## config.mk

```make
export PLATFORM = sky130hd
export DESIGN_NAME = cluster_ctrl_regs
export DESIGN_NICKNAME = d
export VERILOG_FILES = /design/src/rtl/cluster_ctrl_pkg.sv /design/src/rtl/ccr_vector_bank.sv /design/src/rtl/ccr_irq_unit.sv /design/src/rtl/ccr_pwr_unit.sv /design/src/rtl/cluster_ctrl_regs.sv
export SDC_FILE = /design/constraint.sdc
export NUM_CORES = 1
export LEC_CHECK = 0
export ABC_AREA = 1
export BUFFER_PORTS_ARGS = -buffer_cell sky130_fd_sc_hd__buf_2
export CAP_MARGIN = 20
export CORE_UTILIZATION = 44
export DETAILED_ROUTE_END_ITERATION = 6
export PLACE_DENSITY_LB_ADDON = 0.1
export REMOVE_ABC_BUFFERS = 1
export SLEW_MARGIN = 0
export SYNTH_ARGS = -nofsm -noshare
export SYNTH_HDL_FRONTEND = slang
export SYNTH_SLANG_ARGS = --single-unit
```

## constraint.sdc

```tcl
create_clock -name clk_i -period 1.3 [get_ports clk_i]
set_input_delay 0.325 -clock clk_i [delete_from_list [all_inputs] [get_ports clk_i]]
set_output_delay 0.325 -clock clk_i [all_outputs]
set_load 0.005 [all_outputs]
```

## src/rtl/cluster_ctrl_pkg.sv

```systemverilog
package cluster_ctrl_pkg;
  localparam logic [7:0] OFF_ERR     = 8'h00;
  localparam logic [7:0] OFF_ISR     = 8'h10;
  localparam logic [7:0] OFF_IMR     = 8'h14;
  localparam logic [7:0] OFF_IEN     = 8'h18;
  localparam logic [7:0] OFF_IDS     = 8'h1C;
  localparam logic [7:0] OFF_CFG0    = 8'h20;
  localparam logic [7:0] OFF_CFG1    = 8'h24;
  localparam logic [7:0] OFF_VEC     = 8'h40;
  localparam logic [7:0] OFF_COH     = 8'h60;
  localparam logic [7:0] OFF_SNP     = 8'h64;
  localparam logic [7:0] OFF_PWRCTL  = 8'h90;
  localparam logic [7:0] OFF_PWRSTAT = 8'h94;

  localparam logic [31:0] RST_VEC_LO  = 32'hFFFF_0000;
  localparam logic [31:0] RST_CFG0    = 32'h0000_0F0F;
  localparam logic [31:0] RST_COH     = 32'h000F_000F;
  localparam logic [31:0] PWRSTAT_RO  = 32'h0003_000F;
endpackage

```

## src/rtl/ccr_vector_bank.sv

```systemverilog
module ccr_vector_bank #(
  parameter int NUM_CORES = 4,
  parameter int DW        = 32
) (
  input  logic                      clk_i,
  input  logic                      rst_ni,
  input  logic                      wr_i,
  input  logic [7:0]                addr_i,
  input  logic [DW-1:0]             wdata_i,
  output logic [NUM_CORES*2*DW-1:0] vec_o,
  output logic                      hit_o,
  output logic [DW-1:0]             rdata_o
);
  import cluster_ctrl_pkg::*;

  logic [NUM_CORES-1:0] hit_lo, hit_hi;
  logic [DW-1:0]        lo_q [NUM_CORES];
  logic [DW-1:0]        hi_q [NUM_CORES];

  for (genvar i = 0; i < NUM_CORES; i++) begin : g_core
    assign hit_lo[i] = (addr_i == OFF_VEC + 8'(8*i));
    assign hit_hi[i] = (addr_i == OFF_VEC + 8'(8*i + 4));

    always_ff @(posedge clk_i or negedge rst_ni) begin
      if (!rst_ni) begin
        lo_q[i] <= RST_VEC_LO[DW-1:0];
        hi_q[i] <= '0;
      end else begin
        if (wr_i && hit_lo[i]) lo_q[i] <= wdata_i;
        if (wr_i && hit_hi[i]) hi_q[i] <= wdata_i;
      end
    end

    assign vec_o[i*2*DW +: 2*DW] = {hi_q[i], lo_q[i]};

    p_lo_write_r2: assert property (@(posedge clk_i) disable iff (!rst_ni)
      (wr_i && hit_lo[i]) |=> (vec_o[i*2*DW +: DW] == $past(wdata_i)));
    p_hi_write_r2: assert property (@(posedge clk_i) disable iff (!rst_ni)
      (wr_i && hit_hi[i]) |=> (vec_o[i*2*DW+DW +: DW] == $past(wdata_i)));
  end

  always_comb begin
    rdata_o = '0;
    for (int i = 0; i < NUM_CORES; i++) begin
      if (hit_lo[i]) rdata_o = lo_q[i];
      if (hit_hi[i]) rdata_o = hi_q[i];
    end
  end

  assign hit_o = |{hit_lo, hit_hi};
endmodule

```

## src/rtl/ccr_irq_unit.sv

```systemverilog
module ccr_irq_unit (
  input  logic clk_i,
  input  logic rst_ni,
  input  logic wr_isr_i,
  input  logic wr_ien_i,
  input  logic wr_ids_i,
  input  logic wbit_i,
  input  logic err_pulse_i,
  output logic status_o,
  output logic mask_o,
  output logic irq_o
);
  logic status_q, mask_q;

  always_ff @(posedge clk_i or negedge rst_ni) begin
    if (!rst_ni) begin
      status_q <= 1'b0;
    end else if (err_pulse_i) begin
      status_q <= 1'b1;            // set beats clear
    end else if (wr_isr_i && wbit_i) begin
      status_q <= 1'b0;
    end
  end

  always_ff @(posedge clk_i or negedge rst_ni) begin
    if (!rst_ni) begin
      mask_q <= 1'b1;
    end else if (wr_ien_i && wbit_i) begin
      mask_q <= 1'b0;
    end else if (wr_ids_i && wbit_i) begin
      mask_q <= 1'b1;
    end
  end

  assign status_o = status_q;
  assign mask_o   = mask_q;
  assign irq_o    = status_q & ~mask_q;

  p_set_wins_r3: assert property (@(posedge clk_i) disable iff (!rst_ni)
    err_pulse_i |=> status_o);
  p_w1c_r3: assert property (@(posedge clk_i) disable iff (!rst_ni)
    (wr_isr_i && wbit_i && !err_pulse_i) |=> !status_o);
  p_ien_clears_r5: assert property (@(posedge clk_i) disable iff (!rst_ni)
    (wr_ien_i && wbit_i) |=> !mask_o);
  p_ids_quiet_r6: assert property (@(posedge clk_i) disable iff (!rst_ni)
    (wr_ids_i && wbit_i) |=> !irq_o);
endmodule

```

## src/rtl/ccr_pwr_unit.sv

```systemverilog
module ccr_pwr_unit #(
  parameter int NUM_CORES = 4
) (
  input  logic                 clk_i,
  input  logic                 rst_ni,
  input  logic                 wr_ctl_i,
  input  logic [NUM_CORES-1:0] wreq_i,
  input  logic [NUM_CORES-1:0] wfi_i,
  output logic [NUM_CORES-1:0] req_o,
  output logic [NUM_CORES-1:0] idle_o
);
  logic [NUM_CORES-1:0] req_q, wfi_q;

  always_ff @(posedge clk_i or negedge rst_ni) begin
    if (!rst_ni) begin
      req_q <= '0;
      wfi_q <= '0;
    end else begin
      wfi_q <= wfi_i;
      if (wr_ctl_i) req_q <= wreq_i;
    end
  end

  assign req_o = req_q;

  for (genvar i = 0; i < NUM_CORES; i++) begin : g_core
    assign idle_o[i] = req_q[i] & wfi_q[i];

    p_idle_past_wfi_r8: assert property (@(posedge clk_i) disable iff (!rst_ni)
      idle_o[i] |-> $past(wfi_i[i]));
  end

  p_req_load_r7: assert property (@(posedge clk_i) disable iff (!rst_ni)
    wr_ctl_i |=> (req_o == $past(wreq_i)));
endmodule

```

## src/rtl/cluster_ctrl_regs.sv

```systemverilog
module cluster_ctrl_regs #(
  parameter int NUM_CORES = 4,
  parameter int DW        = 32,
  parameter int AW        = 8
) (
  input  logic                      clk_i,
  input  logic                      rst_ni,
  input  logic                      wr_en_i,
  input  logic                      rd_en_i,
  input  logic [AW-1:0]             addr_i,
  input  logic [DW-1:0]             wdata_i,
  output logic [DW-1:0]             rdata_o,
  input  logic                      err_pulse_i,
  output logic                      irq_o,
  input  logic [NUM_CORES-1:0]      wfi_i,
  output logic [NUM_CORES-1:0]      pwr_stat_o,
  output logic [NUM_CORES-1:0]      idle_o,
  output logic [NUM_CORES*2*DW-1:0] rvbar_o
);
  import cluster_ctrl_pkg::*;

  logic          aligned, wr, rd;
  logic [7:0]    a8;
  logic [DW-1:0] err_q, cfg0_q, cfg1_q, coh_q, snp_q, pstat_q;
  logic [DW-1:0] vec_rd, rd_word;
  logic          vec_hit;
  logic          status, mask;
  logic [NUM_CORES-1:0] req;

  assign a8      = addr_i[7:0];
  assign aligned = (addr_i[1:0] == 2'b00);
  assign wr      = wr_en_i & aligned;
  assign rd      = rd_en_i & aligned;

  ccr_vector_bank #(.NUM_CORES(NUM_CORES), .DW(DW)) u_vec (
    .clk_i   (clk_i),
    .rst_ni  (rst_ni),
    .wr_i    (wr),
    .addr_i  (a8),
    .wdata_i (wdata_i),
    .vec_o   (rvbar_o),
    .hit_o   (vec_hit),
    .rdata_o (vec_rd)
  );

  ccr_irq_unit u_irq (
    .clk_i       (clk_i),
    .rst_ni      (rst_ni),
    .wr_isr_i    (wr && a8 == OFF_ISR),
    .wr_ien_i    (wr && a8 == OFF_IEN),
    .wr_ids_i    (wr && a8 == OFF_IDS),
    .wbit_i      (wdata_i[0]),
    .err_pulse_i (err_pulse_i),
    .status_o    (status),
    .mask_o      (mask),
    .irq_o       (irq_o)
  );

  ccr_pwr_unit #(.NUM_CORES(NUM_CORES)) u_pwr (
    .clk_i    (clk_i),
    .rst_ni   (rst_ni),
    .wr_ctl_i (wr && a8 == OFF_PWRCTL),
    .wreq_i   (wdata_i[NUM_CORES-1:0]),
    .wfi_i    (wfi_i),
    .req_o    (req),
    .idle_o   (idle_o)
  );

  assign pwr_stat_o = req;

  always_ff @(posedge clk_i or negedge rst_ni) begin
    if (!rst_ni) begin
      err_q   <= '0;
      cfg0_q  <= RST_CFG0[DW-1:0];
      cfg1_q  <= '0;
      coh_q   <= RST_COH[DW-1:0];
      snp_q   <= '0;
      pstat_q <= '0;
    end else if (wr) begin
      case (a8)
        OFF_ERR:     err_q   <= wdata_i;
        OFF_CFG0:    cfg0_q  <= wdata_i;
        OFF_CFG1:    cfg1_q  <= wdata_i;
        OFF_COH:     coh_q   <= wdata_i;
        OFF_SNP:     snp_q   <= wdata_i;
        OFF_PWRSTAT: pstat_q <= wdata_i & ~PWRSTAT_RO[DW-1:0];
        default: ;
      endcase
    end
  end

  always_comb begin
    rd_word = '0;
    case (a8)
      OFF_ERR:     rd_word = err_q;
      OFF_ISR:     rd_word[0] = status;
      OFF_IMR:     rd_word[0] = mask;
      OFF_CFG0:    rd_word = cfg0_q;
      OFF_CFG1:    rd_word = cfg1_q;
      OFF_COH:     rd_word = coh_q;
      OFF_SNP:     rd_word = snp_q;
      OFF_PWRCTL:  rd_word[NUM_CORES-1:0] = req;
      OFF_PWRSTAT: begin
        rd_word = pstat_q & ~PWRSTAT_RO[DW-1:0];
        rd_word[NUM_CORES-1:0] = req;
      end
      default:     if (vec_hit) rd_word = vec_rd;
    endcase
  end

  always_ff @(posedge clk_i or negedge rst_ni) begin
    if (!rst_ni)     rdata_o <= '0;
    else if (rd_en_i) rdata_o <= rd ? rd_word : '0;
  end

  p_misaligned_read_zero_r11: assert property (@(posedge clk_i) disable iff (!rst_ni)
    (rd_en_i && addr_i[1:0] != 2'b00) |=> (rdata_o == '0));
  p_pwrstat_ro_zero_r10: assert property (@(posedge clk_i) disable iff (!rst_ni)
    (rd_en_i && addr_i == AW'(OFF_PWRSTAT)) |=> (rdata_o[17:16] == 2'b00));
  p_stat_tracks_write_r7: assert property (@(posedge clk_i) disable iff (!rst_ni)
    (wr_en_i && addr_i == AW'(OFF_PWRCTL)) |=> (pwr_stat_o == $past(wdata_i[NUM_CORES-1:0])));
endmodule

```

==> impl_metrics.csv, run 1 <==
group,metric,value,unit
cts,clock_tree.htree_level_count,2,
layout,post_route_cells_drive_above_1_share,0.370,
die,placeableCoreArea,47800,um^2
die,io_pins,346,
detailed_routing,wire_per_inst,22.1,um
cts,path_clk_slew,60,ps
layout,final_cells,3990,
hold_path,hold_path.class,"input pin to flop",
place,dpl.hpwl,46300,um
place,post-place-ws,-701,ps
logic_synthesis,synth_enable_flop_cells,0,
sta,fin_skew,23.4,ps
grt,antenna_found_initial,4,
logic_synthesis,synthFlopType,"sky130_fd_sc_hd__dfrtp_1",
setup_path,critPathSlowestCell,"sky130_fd_sc_hd__dfstp_2",
sta,final.period_utilization,1.25,
grt,vias_in_the_first_global_route,19951,
cts,tritoncts_num_sinks,484,
setup_path,critPathMaxFanout,2,
logic_synthesis,synthesis.instances,2596,
detailed_routing,drt_iter0_drc,2034,
sta,max_freq,0.616,GHz
logic_synthesis,yosysSeqAreaShare,0.571,
cts,tritoncts.num_buffers,52,
detailed_routing,drc,0,
logic_synthesis,synth_largest_type_area_fraction,0.472,
logic_synthesis,avgSynthCellArea,8.24,um^2
grt,grt_pass1_wl,114000,um
outcome,violated_checks,"negative setup slack",
logic_synthesis,yosys_warnings,0,
die,floorplan.initialDensity,0.447,
logic_synthesis,synthArstFlopShare,1.00,
power_and_ir_drop,leakage_power,0.0163,uW
power_and_ir_drop,finalPower,32300,uW
logic_synthesis,netlist_area,21400,um^2
place,port_buffers,345,
cts,cts_buffer_depth,3,
sta,finalSetupViolations,382,
place,placedCellCount,3522,
detailed_routing,firstDrtPassIters,5,
die,die_area,49500,um^2
sta,finalHoldWorstSlack,148,ps
layout,nets,3381,
setup_path,worst_path_largest_cell_delay,540,ps
detailed_routing,vias,21842,
setup_path,worst_ep_arrival_time,1300,ps
grt,grt_util_all_layers,0.297,
job,max_cap_viol_count,0,
logic_synthesis,synth-simple-area-share,0.253,
die,die_width,222,um
sta,finalMaxSlewViolations,0,
sta,tightestPinTransition,512,ps
sta,finalWorstPathRequiredPeriod,1620,ps
power_and_ir_drop,power.ir.vdd_worst,0.000972,V
die,floorplan.rows,80,
sta,setup_repair_after_global_routing_missed_its_margin,"true",
grt,pin_count_of_the_biggest_net_entering_global_routing,74,
setup_path,timing_worst_setup_path_type,"flop to output pin",
setup_path,crit_path_start_kind,"flop",
place,gp_routability_congestion,0.818,
outcome,status,"finished with violations",
logic_synthesis,synth_xor_area_frac,0,
power_and_ir_drop,power.density_cell_area,1010,nW/um^2
logic_synthesis,synth_compound_area_frac,0.121,
logic_synthesis,largest_family_of_logic_cells_by_synthesized_area,"simple AND/OR/NAND/NOR gates",
detailed_routing,final_antenna_net_count,0,
cts,cts_root_buf,"sky130_fd_sc_hd__clkbuf_16",
logic_synthesis,synth.distinct_cells,33,
cts,worst_skew_pair.late_latency,610,ps
sta,timing.slew.headroom,0.659,
cts,cts_tree,"yes",
detailed_routing,drt-total-wl,88200,um
logic_synthesis,synth_mux_area_frac,0,
logic_synthesis,top_cells_by_area_in_the_synthesized_netlist,"sky130_fd_sc_hd__dfrtp_1 (47%), sky130_fd_sc_hd__nand2_1 (17%), sky130_fd_sc_hd__dfstp_2 (10%), sky130_fd_sc_hd__o21ai_0 (8.6%), sky130_fd_sc_hd__nand3_1 (2.9%)",
setup_path,timing.critical_path.required,980,ps
setup_path,crit_chain,"nor2_2 > buf_2",
layout,stdcell_area,31900,um^2
die,die_y,222,um
grt,globalRouteOverflowTotal,0,
sta,finalHoldViolations,0,
setup_path,end_kind,"output pin",
detailed_routing,route.detailed.vias_per_inst,5.47,
logic_synthesis,synth-seq-cells,484,
layout,layout-area-overhead-vs-synth,49.3,%
sta,final_worst_slack,-324,ps
logic_synthesis,netlist.top_cell.by_area,"sky130_fd_sc_hd__dfrtp_1",
logic_synthesis,synth-adder-area-share,0,
place,detailed_place.area,25200,um^2
## layer usage
| layer | global-route usage | wire length, um | up-vias |
|---|---|---|---|
| met1 | 0.390 | 34200 | 10751 |
| met5 | 0 | 22 | - |
| li1 | - | - | 9860 |
| met2 | 0.501 | 41900 | 995 |
| met3 | 0.0528 | 7690 | 232 |
| met4 | 0.0928 | 4340 | 4 |
## cell usage after synthesis, types with 3 or more instances
cell type and count:
sky130_fd_sc_hd__nand2_2 9, sky130_fd_sc_hd__nand2_1 980, sky130_fd_sc_hd__nor2_1 104, sky130_fd_sc_hd__buf_1 3, sky130_fd_sc_hd__nand3_1 123, sky130_fd_sc_hd__dfstp_2 81, sky130_fd_sc_hd__a21oi_1 44, sky130_fd_sc_hd__o21ai_1 95
sky130_fd_sc_hd__dfrtp_1 403, sky130_fd_sc_hd__inv_2 11, sky130_fd_sc_hd__or2_2 4, sky130_fd_sc_hd__buf_2 39, sky130_fd_sc_hd__nor2_4 8, sky130_fd_sc_hd__nand4_1 39, sky130_fd_sc_hd__or2_1 12, sky130_fd_sc_hd__or2_0 18
sky130_fd_sc_hd__buf_4 8, sky130_fd_sc_hd__o21ai_0 367, sky130_fd_sc_hd__inv_1 99, sky130_fd_sc_hd__clkbuf_1 125, sky130_fd_sc_hd__nor2_2 7, sky130_fd_sc_hd__a22oi_1 3
## per-stage QoR
step | setup TNS, ps | utilization
6_report | -54670 | 0.667
2_1_floorplan | -608450 | -
5_1_grt | -68700 | 0.667
4_1_cts | -56770 | 0.606
3_5_place_dp | -266660 | 0.526
3_3_place_gp | -257630 | 0.526
## sequential cells by signal, indices dropped and copies added (netlist names)
| register | count |
|---|---|
| u_vec.vec_o | 256 |
| cfg0_q | 32 |
| cfg1_q | 32 |
| coh_q | 32 |
| err_q | 32 |
| rdata_o | 32 |
| snp_q | 32 |
| pstat_q | 26 |
| u_pwr.req_o | 4 |
| u_pwr.wfi_q | 4 |
| u_irq.mask_o | 1 |
| u_irq.status_o | 1 |
## logic make-up after synthesis
family          Yosys count
buf+inv                 286
simple gates           1312
compound gates          514
flops                   484
## final timing paths
| path | from | endpoint | slack [ps] | depth (start not counted) |
|---|---|---|---|---|
| setup / recovery | u_irq.mask_o$_DFFE_PN1P_ | irq_o | -320 | 2 |
| hold / removal | wdata_i[0] | u_irq.mask_o$_DFFE_PN1P_ | 150 | 4 |
| setup reg to reg | u_vec.vec_o[188]$_DFFE_PN0P_ | rdata_o[28]$_DFFE_PN0P_ | -60 | 12 |
| hold reg to reg | cfg0_q[3]$_DFFE_PN1P_ | cfg0_q[3]$_DFFE_PN1P_ | 480 | 2 |
| max in group asynchronous | rst_ni | u_vec.vec_o[211]$_DFFE_PN1P_ | 350 | 4 |
| min in group asynchronous | rst_ni | u_vec.vec_o[78]$_DFFE_PN0P_ | 170 | 2 |
## what timing repair did
action                                 CTS  global route
gates resized for setup                 43           358
setup buffers                          242            75
gates cloned                             2            53
pin swaps                                9           142
endpoints found under the hold margin  293             0
setup endpoints to repair              347           571
hold buffers                             6             0
## power by group
group | switching [uW] | internal (uW) | total, uW
sequential | 150 | 15300 | 15500
clock | 6240 | 8610 | 14800
combinational | 1180 | 781 | 1970
total | 7570 | 24700 | 32300
## layout make-up
cell class | instances | area (um^2)
Fill cell | 3834 | 15900
Sequential cell | 484 | 12200
Multi-Input combinational cell | 1828 | 8940
Timing Repair Buffer | 856 | 7890
Clock buffer | 87 | 1610
Tap cell | 615 | 769
Inverter | 110 | 420
Clock inverter | 9 | 76.3
Antenna cell | 1 | 2.50
## placed cells by master (no fill, tap or decap), types with 12 or more instances in the layout
cell type and instances:
sky130_fd_sc_hd__inv_1 88, sky130_fd_sc_hd__nand3_2 30, sky130_fd_sc_hd__nand2_2 65, sky130_fd_sc_hd__or2_0 18
sky130_fd_sc_hd__o21ai_0 303, sky130_fd_sc_hd__nand4_1 39, sky130_fd_sc_hd__dfrtp_1 402, sky130_fd_sc_hd__buf_4 323
sky130_fd_sc_hd__buf_6 86, sky130_fd_sc_hd__nor2_1 69, sky130_fd_sc_hd__or2_1 12, sky130_fd_sc_hd__clkbuf_16 94
sky130_fd_sc_hd__inv_2 19, sky130_fd_sc_hd__a21oi_1 36, sky130_fd_sc_hd__nand2_1 893, sky130_fd_sc_hd__nand3_1 89
sky130_fd_sc_hd__clkbuf_1 18, sky130_fd_sc_hd__nor2_4 21, sky130_fd_sc_hd__o21ai_2 14, sky130_fd_sc_hd__buf_2 307
sky130_fd_sc_hd__dfstp_2 81, sky130_fd_sc_hd__nand2_4 25, sky130_fd_sc_hd__o21ai_1 145, sky130_fd_sc_hd__nor2_2 29
sky130_fd_sc_hd__buf_12 80, sky130_fd_sc_hd__clkbuf_8 16
## worst max-delay path, delay by kind of cell (launching register included)
kind,cells,cell delay [ps]
buffers and inverters,1,120
flip-flops,1,540
AND/OR/NAND/NOR,1,40
Note: power is estimated with default switching activity, not from simulation.
==> run 2, diff against run 1 <==
--- a/config.mk
+++ b/config.mk
@@ -11,7 +11,9 @@
 export CORE_UTILIZATION = 44
 export DETAILED_ROUTE_END_ITERATION = 6
 export PLACE_DENSITY_LB_ADDON = 0.1
+export RECOVER_POWER = 50
 export REMOVE_ABC_BUFFERS = 1
+export SKIP_LAST_GASP = 1
 export SLEW_MARGIN = 0
 export SYNTH_ARGS = -nofsm -noshare
 export SYNTH_HDL_FRONTEND = slang
==> run 2 against run 1 <==
- the flow still finishes with violations (negative setup slack)
- non-clock buffer count is 2 higher
- critical path depth is the same
- clock-buffer cell count unchanged
- first-iteration DRC count is 0.49% lower
- hold slack gained 1.8 ps
- core utilization decreased by 0.18 points
- sequential cell count unchanged
- register-to-register slack is essentially flat
- routed wire length is 1.3% higher
- sequential share of layout area rose by 0.10 points
- cell count about the same
- clock power about the same
- critical path type unchanged
- largest cell class unchanged
- largest power group unchanged
- highest routed layer is now met4
==> impl_metrics.csv, run 2 (synthesis gave the netlist of run 1 again) <==
group,metric,value,unit
setup_path,end_kind,"output pin",
grt,vias_in_the_first_global_route,19958,
outcome,status,"finished with violations",
setup_path,cp.buffers_inverters,1,
place,post-place-ws,-701,ps
cts,path_clk_slew,60,ps
layout,layout-area-overhead-vs-synth,48.9,%
detailed_routing,vias,21874,
sta,finalWorstPathRequiredPeriod,1630,ps
layout,post_route_cells_drive_above_1_share,0.360,
cts,cts_root_buf,"sky130_fd_sc_hd__clkbuf_16",
sta,tightestPinTransition,938,ps
layout,commonest_cells_after_routing_fill_and_taps_aside,"sky130_fd_sc_hd__nand2_1 (913), sky130_fd_sc_hd__dfrtp_1 (402), sky130_fd_sc_hd__buf_4 (327)",
setup_path,critical-path-top-delay-family,"flip-flops",
sta,fin_skew,26.1,ps
cts,tritoncts.num_buffers,52,
setup_path,timing_worst_setup_path_type,"flop to output pin",
power_and_ir_drop,power.internal,24700,uW
power_and_ir_drop,power.ir.vdd_worst,0.000946,V
detailed_routing,drt_iter0_drc,2024,
setup_path,crit_chain,"nor2_2 > buf_2",
power_and_ir_drop,pwr-share-clk,0.461,
layout,nets,3382,
power_and_ir_drop,power.density_cell_area,1010,nW/um^2
sta,final_worst_slack,-330,ps
die,floorplan.rows,80,
grt,grt_util_all_layers,0.297,
sta,finalHoldViolations,0,
hold_path,hold_path.class,"input pin to flop",
outcome,violated_checks,"negative setup slack",
die,die_y,222,um
layout,largest_register_ff_count,256,
setup_path,critPathMaxFanout,2,
cts,tritoncts_num_sinks,484,
die,placeableCoreArea,47800,um^2
job,max_cap_viol_count,0,
hold_path,holdPathStages,4,
die,die_width,222,um
die,io_pins,346,
setup_path,crit_path_start_kind,"flop",
sta,final.period_utilization,1.25,
hold_path,critical_hold_path_startpoint,"wdata_i[0]",
place,placedCellCount,3522,
setup_path,rrSetupSlack,-60,ps
detailed_routing,drt-total-wl,89400,um
sta,max_freq,0.613,GHz
detailed_routing,final_antenna_net_count,0,
grt,antenna_found_initial,0,
hold_path,whs_endpoint,"u_irq.mask_o$_DFFE_PN1P_",
cts,cts_tree,"yes",
power_and_ir_drop,power.switching,7590,uW
sta,finalHoldWorstSlack,150,ps
setup_path,rr_worst_depth,10,
grt,pin_count_of_the_biggest_net_entering_global_routing,74,
layout,final_cells,3991,
cts,clock_tree.htree_level_count,2,
grt,grt_pass1_wl,114000,um
place,port_buffers,345,
sta,timing.slew.headroom,0.374,
setup_path,timing.rr.end,"rdata_o[6]$_DFFE_PN0P_",
place,dpl.hpwl,46300,um
sta,setup_repair_after_global_routing_missed_its_margin,"true",
power_and_ir_drop,leakage_power,0.0163,uW
cts,worst_skew_pair.late_latency,620,ps
sta,finalMaxSlewViolations,0,
die,die_area,49500,um^2
setup_path,critPathSlowestCell,"sky130_fd_sc_hd__dfstp_2",
detailed_routing,drc,0,
die,floorplan.initialDensity,0.447,
grt,globalRouteOverflowTotal,0,
layout,layout.cells.most_common,"sky130_fd_sc_hd__nand2_1",
setup_path,worst_path_largest_cell_delay,540,ps
detailed_routing,wire_per_inst,22.4,um
setup_path,worstReg2RegStart,"u_vec.vec_o[70]$_DFFE_PN0P_",
power_and_ir_drop,share_comb_of_total_power,0.060,
setup_path,worst_ep_arrival_time,1310,ps
cts,cts_buffer_depth,3,
place,gp_routability_congestion,0.818,
setup_path,timing.critical_path.required,980,ps
power_and_ir_drop,sequentialPowerShare,0.479,
power_and_ir_drop,proportion_of_total_power_due_to_net_switching,0.235,
sta,finalSetupViolations,739,
detailed_routing,firstDrtPassIters,7,
detailed_routing,route.detailed.vias_per_inst,5.48,
## run 2: changes by cell type in the layout (fill, tap and decap cells not counted), moves of 5 or more
cell and delta:
sky130_fd_sc_hd__buf_6 -9, sky130_fd_sc_hd__o21ai_1 +7, sky130_fd_sc_hd__nand2_4 -10, sky130_fd_sc_hd__nand3_2 -5, sky130_fd_sc_hd__clkbuf_16 +7, sky130_fd_sc_hd__nand2_1 +20
sky130_fd_sc_hd__nand3_1 +5, sky130_fd_sc_hd__nand2_2 -9, sky130_fd_sc_hd__o21ai_2 -8, sky130_fd_sc_hd__buf_12 -6
## run 2: what timing repair did
item / 4_1_cts / 5_1_grt
hold buffers: 6 / 0
endpoints found under the hold margin: 293 / 0
resized for setup: 38 / 321
pin swaps: 9 / 128
cloned: 2 / 55
endpoints found under the setup margin: 347 / 581
setup buffers: 242 / 71
## run 2: metal layers
metal  global-route usage  part of all wire  vias to the layer above
met3               0.0528             0.089                      262
met1                0.390              0.38                    10686
met2                0.501              0.48                     1057
met5                    0                 0                        -
met4               0.0928             0.052                        0
li1                     -                 -                     9869
## run 2: area by class of cell
class	instances	area (um^2)
Sequential cell	484	12200
Clock buffer	87	1610
Timing Repair Buffer	858	7960
Tap cell	615	769
Antenna cell	1	2.50
Inverter	110	433
Multi-Input combinational cell	1827	8770
Clock inverter	9	76.3
Fill cell	3852	16000
## run 2: how the worst max path moves through the flow
stage,slack (ps),startpoint,end,depth (start not counted)
6_report,-330,u_irq.mask_o$_DFFE_PN1P_,irq_o,2
5_1_grt,-360,u_irq.mask_o$_DFFE_PN1P_,irq_o,2
4_1_cts,-350,u_irq.mask_o$_DFFE_PN1P_,irq_o,2
3_5_place_dp,-700,addr_i[1],rdata_o[6]$_DFFE_PN0P_,13
3_3_place_gp,-700,addr_i[1],rdata_o[6]$_DFFE_PN0P_,13
2_1_floorplan,-2130,addr_i[0],cfg0_q[0]$_DFFE_PN1P_,7
## run 2: tightest hold or removal path: stages
cell,delay (ps)
sky130_fd_sc_hd__buf_2,120
sky130_fd_sc_hd__nand4_1,130
sky130_fd_sc_hd__o22ai_1,90
sky130_fd_sc_hd__inv_1,60
## run 2: metrics by stage
stage	total power, uW	util	TNS [ps]	area, um^2
after detailed placement	17300	0.526	-266660	25200
after global placement	17200	0.526	-257630	25200
final	32300	0.665	-89150	31800
after floorplan	16200	-	-608450	20600
after CTS	32100	0.606	-57280	29000
after global routing	33200	0.665	-132770	31800
## run 2: power groups by stage
stage	registers, uW	logic [uW]	clock network, uW
floorplan	15700	445	0
global placement	15800	1470	0
detailed placement	15800	1500	0
CTS	15500	1730	14900
global route	15500	2110	15600
finish	15500	1940	14900
==> run 3, diff against run 2 <==
--- a/config.mk
+++ b/config.mk
@@ -8,7 +8,7 @@
 export ABC_AREA = 1
 export BUFFER_PORTS_ARGS = -buffer_cell sky130_fd_sc_hd__buf_2
 export CAP_MARGIN = 20
-export CORE_UTILIZATION = 44
+export CORE_UTILIZATION = 25
 export DETAILED_ROUTE_END_ITERATION = 6
 export PLACE_DENSITY_LB_ADDON = 0.1
 export RECOVER_POWER = 50
==> constraint.sdc (replaced) <==
create_clock -name clk_i -period 1.85 [get_ports clk_i]
set_input_delay 0.4625 -clock clk_i [delete_from_list [all_inputs] [get_ports clk_i]]
set_output_delay 0.4625 -clock clk_i [all_outputs]
set_load 0.005 [all_outputs]
==> run 3 against run 2 <==
- sequential power fell by 30%
- power down 28%
- largest power group is now the clock network
- first-iteration DRC count is 43% lower
- the run now ends clean
- hold slack got worse by 110 ps
- core utilization shrank 34 points
- critical path type is now input pin to flop
- largest cell class unchanged
==> impl_metrics.csv, run 3 (synthesis gave the netlist of run 1 again) <==
group,metric,value,unit
layout,nets,3020,
die,placeableCoreArea,84200,um^2
setup_path,worst_ep_arrival_time,2350,ps
sta,timing.slew.headroom,0.275,
die,floorplan.rows,106,
sta,setup_repair_after_global_routing_missed_its_margin,"false",
die,floorplan.initialDensity,0.254,
setup_path,timing_worst_setup_path_type,"input pin to flop",
layout,layout.cells.most_common,"sky130_fd_sc_hd__nand2_1",
outcome,status,"finished, final reports clean",
grt,grt_util_all_layers,0.196,
setup_path,critPathMaxFanout,33,
setup_path,timing.critical_path.required,2400,ps
cts,tritoncts.num_buffers,58,
place,port_buffers,345,
setup_path,rr_worst_depth,8,
detailed_routing,final_antenna_net_count,0,
hold_path,holdPathStages,2,
layout,antenna_cells,0,
setup_path,end_kind,"flop",
grt,vias_in_the_first_global_route,18939,
sta,tightestPinTransition,1090,ps
detailed_routing,drt_iter0_drc,1162,
detailed_routing,drt-total-wl,85400,um
place,dpl.hpwl,58000,um
cts,cts_buffer_depth,3,
power_and_ir_drop,power.internal,17800,uW
hold_path,whs_endpoint,"u_irq.status_o$_DFFE_PN0P_",
place,detailed_place.area,26000,um^2
power_and_ir_drop,proportion_of_total_power_due_to_net_switching,0.236,
layout,post_route_cells_drive_above_1_share,0.233,
setup_path,timing.rr.end,"rdata_o[9]$_DFFE_PN0P_",
sta,finalWorstPathRequiredPeriod,1800,ps
place,gp_routability_congestion,0.792,
die,die_width,294,um
power_and_ir_drop,power.switching,5510,uW
layout,stdcell_area,27600,um^2
detailed_routing,route.detailed.vias_per_inst,4.55,
cts,tritoncts_num_sinks,484,
power_and_ir_drop,share_comb_of_total_power,0.046,
sta,finalMaxSlewViolations,0,
cts,path_clk_slew,60,ps
power_and_ir_drop,leakage_power,0.0137,uW
hold_path,critical_hold_path_startpoint,"err_pulse_i",
detailed_routing,vias,18890,
cts,cts.repair.resized,0,
cts,worst_skew_pair.late_latency,620,ps
power_and_ir_drop,pwr-share-clk,0.486,
grt,pin_count_of_the_biggest_net_entering_global_routing,73,
power_and_ir_drop,power.ir.vdd_worst,0.000621,V
layout,largest_register_ff_count,256,
sta,finalHoldViolations,0,
grt,grt_pass1_wl,127000,um
setup_path,rrSetupSlack,600,ps
die,die_y,294,um
die,io_pins,346,
cts,cts_root_buf,"sky130_fd_sc_hd__clkbuf_16",
sta,max_freq,0.556,GHz
power_and_ir_drop,finalPower,23300,uW
detailed_routing,firstDrtPassIters,5,
layout,layout-area-overhead-vs-synth,29.3,%
die,die_area,86700,um^2
cts,cts_tree,"yes",
sta,fin_skew,18.3,ps
setup_path,crit_path_start_kind,"input pin",
power_and_ir_drop,sequentialPowerShare,0.468,
sta,finalSetupViolations,0,
cts,clock_tree.htree_level_count,2,
hold_path,hold_path.class,"input pin to flop",
layout,commonest_cells_after_routing_fill_and_taps_aside,"sky130_fd_sc_hd__nand2_1 (972), sky130_fd_sc_hd__dfrtp_1 (403), sky130_fd_sc_hd__o21ai_0 (373)",
grt,globalRouteOverflowTotal,0,
sta,final.period_utilization,0.972,
grt,antenna_found_initial,1,
detailed_routing,wire_per_inst,20.6,um
job,max_cap_viol_count,0,
power_and_ir_drop,power.density_cell_area,843,nW/um^2
setup_path,worstReg2RegStart,"u_vec.vec_o[41]$_DFFE_PN0P_",
detailed_routing,drc,0,
run 3: metrics by stage:
step                      worst slack (ps)  TNS, ps  utilization  hold WS [ps]  instances
after floorplan                      -1720  -412940            -           167       2420
after global placement                -411  -113410        0.308           374       4039
after detailed placement              -405  -112070        0.308           357       4039
after CTS                             18.3        0        0.332          3.92       4152
after global routing                  7.77        0        0.328          13.4       4152
final                                 51.8        0        0.328          38.4       4152
run 3: cell type report:
type	instances	area (um^2)
Fill cell	8916	56600
Sequential cell	484	12200
Multi-Input combinational cell	1826	8120
Timing Repair Buffer	491	3600
Clock buffer	95	1790
Tap cell	1134	1420
Inverter	110	413
Clock inverter	12	91.3
run 3: worst max path at each step:
stage                                      start                       to  cells past startpoint
floorplan                              addr_i[0]    cfg0_q[0]$_DFFE_PN1P_                      7
global placement                       addr_i[1]  rdata_o[18]$_DFFE_PN0P_                     10
detailed placement                     addr_i[1]   rdata_o[5]$_DFFE_PN0P_                     13
CTS                 u_vec.vec_o[222]$_DFFE_PN1P_             rvbar_o[222]                      1
global route                           addr_i[0]   cfg1_q[30]$_DFFE_PN0P_                     11
finish                                 addr_i[1]  rdata_o[17]$_DFFE_PN0P_                     12
run 3: worst max-delay path, stage by stage:
cell and delay, ps:
sky130_fd_sc_hd__clkbuf_1 110, sky130_fd_sc_hd__nor2_4 210, sky130_fd_sc_hd__nand3_4 190, sky130_fd_sc_hd__nor3_4 150, sky130_fd_sc_hd__clkbuf_4 560, sky130_fd_sc_hd__buf_4 210, sky130_fd_sc_hd__nand2_1 40, sky130_fd_sc_hd__nand3_1 70
sky130_fd_sc_hd__nor2_1 50, sky130_fd_sc_hd__a21oi_1 140, sky130_fd_sc_hd__nand2_1 70, sky130_fd_sc_hd__nand2_1 50
run 3: power groups by stage:
stage	Clock (uW)	Sequential, uW	Combinational, uW
2_1_floorplan	0	11100	313
3_3_place_gp	0	11100	1110
3_5_place_dp	0	11100	1120
4_1_cts	11700	10900	1130
5_1_grt	12200	10900	1210
6_report	11300	10900	1070
run 3: routing by layer:
metal | GRT usage | part of all wire | vias to the layer above
li1 | - | - | 9127
met1 | 0.252 | 0.44 | 9162
met2 | 0.338 | 0.49 | 497
met3 | 0.0399 | 0.056 | 104
met4 | 0.0447 | 0.019 | 0
met5 | 0 | 0 | -
run 3: repair_timing:
item / 4_1_cts / 5_1_grt
endpoints found under the hold margin: 24 / 0
hold buffers: 5 / 0
setup buffers: 1 / 0
endpoints found under the setup margin: 1 / 0
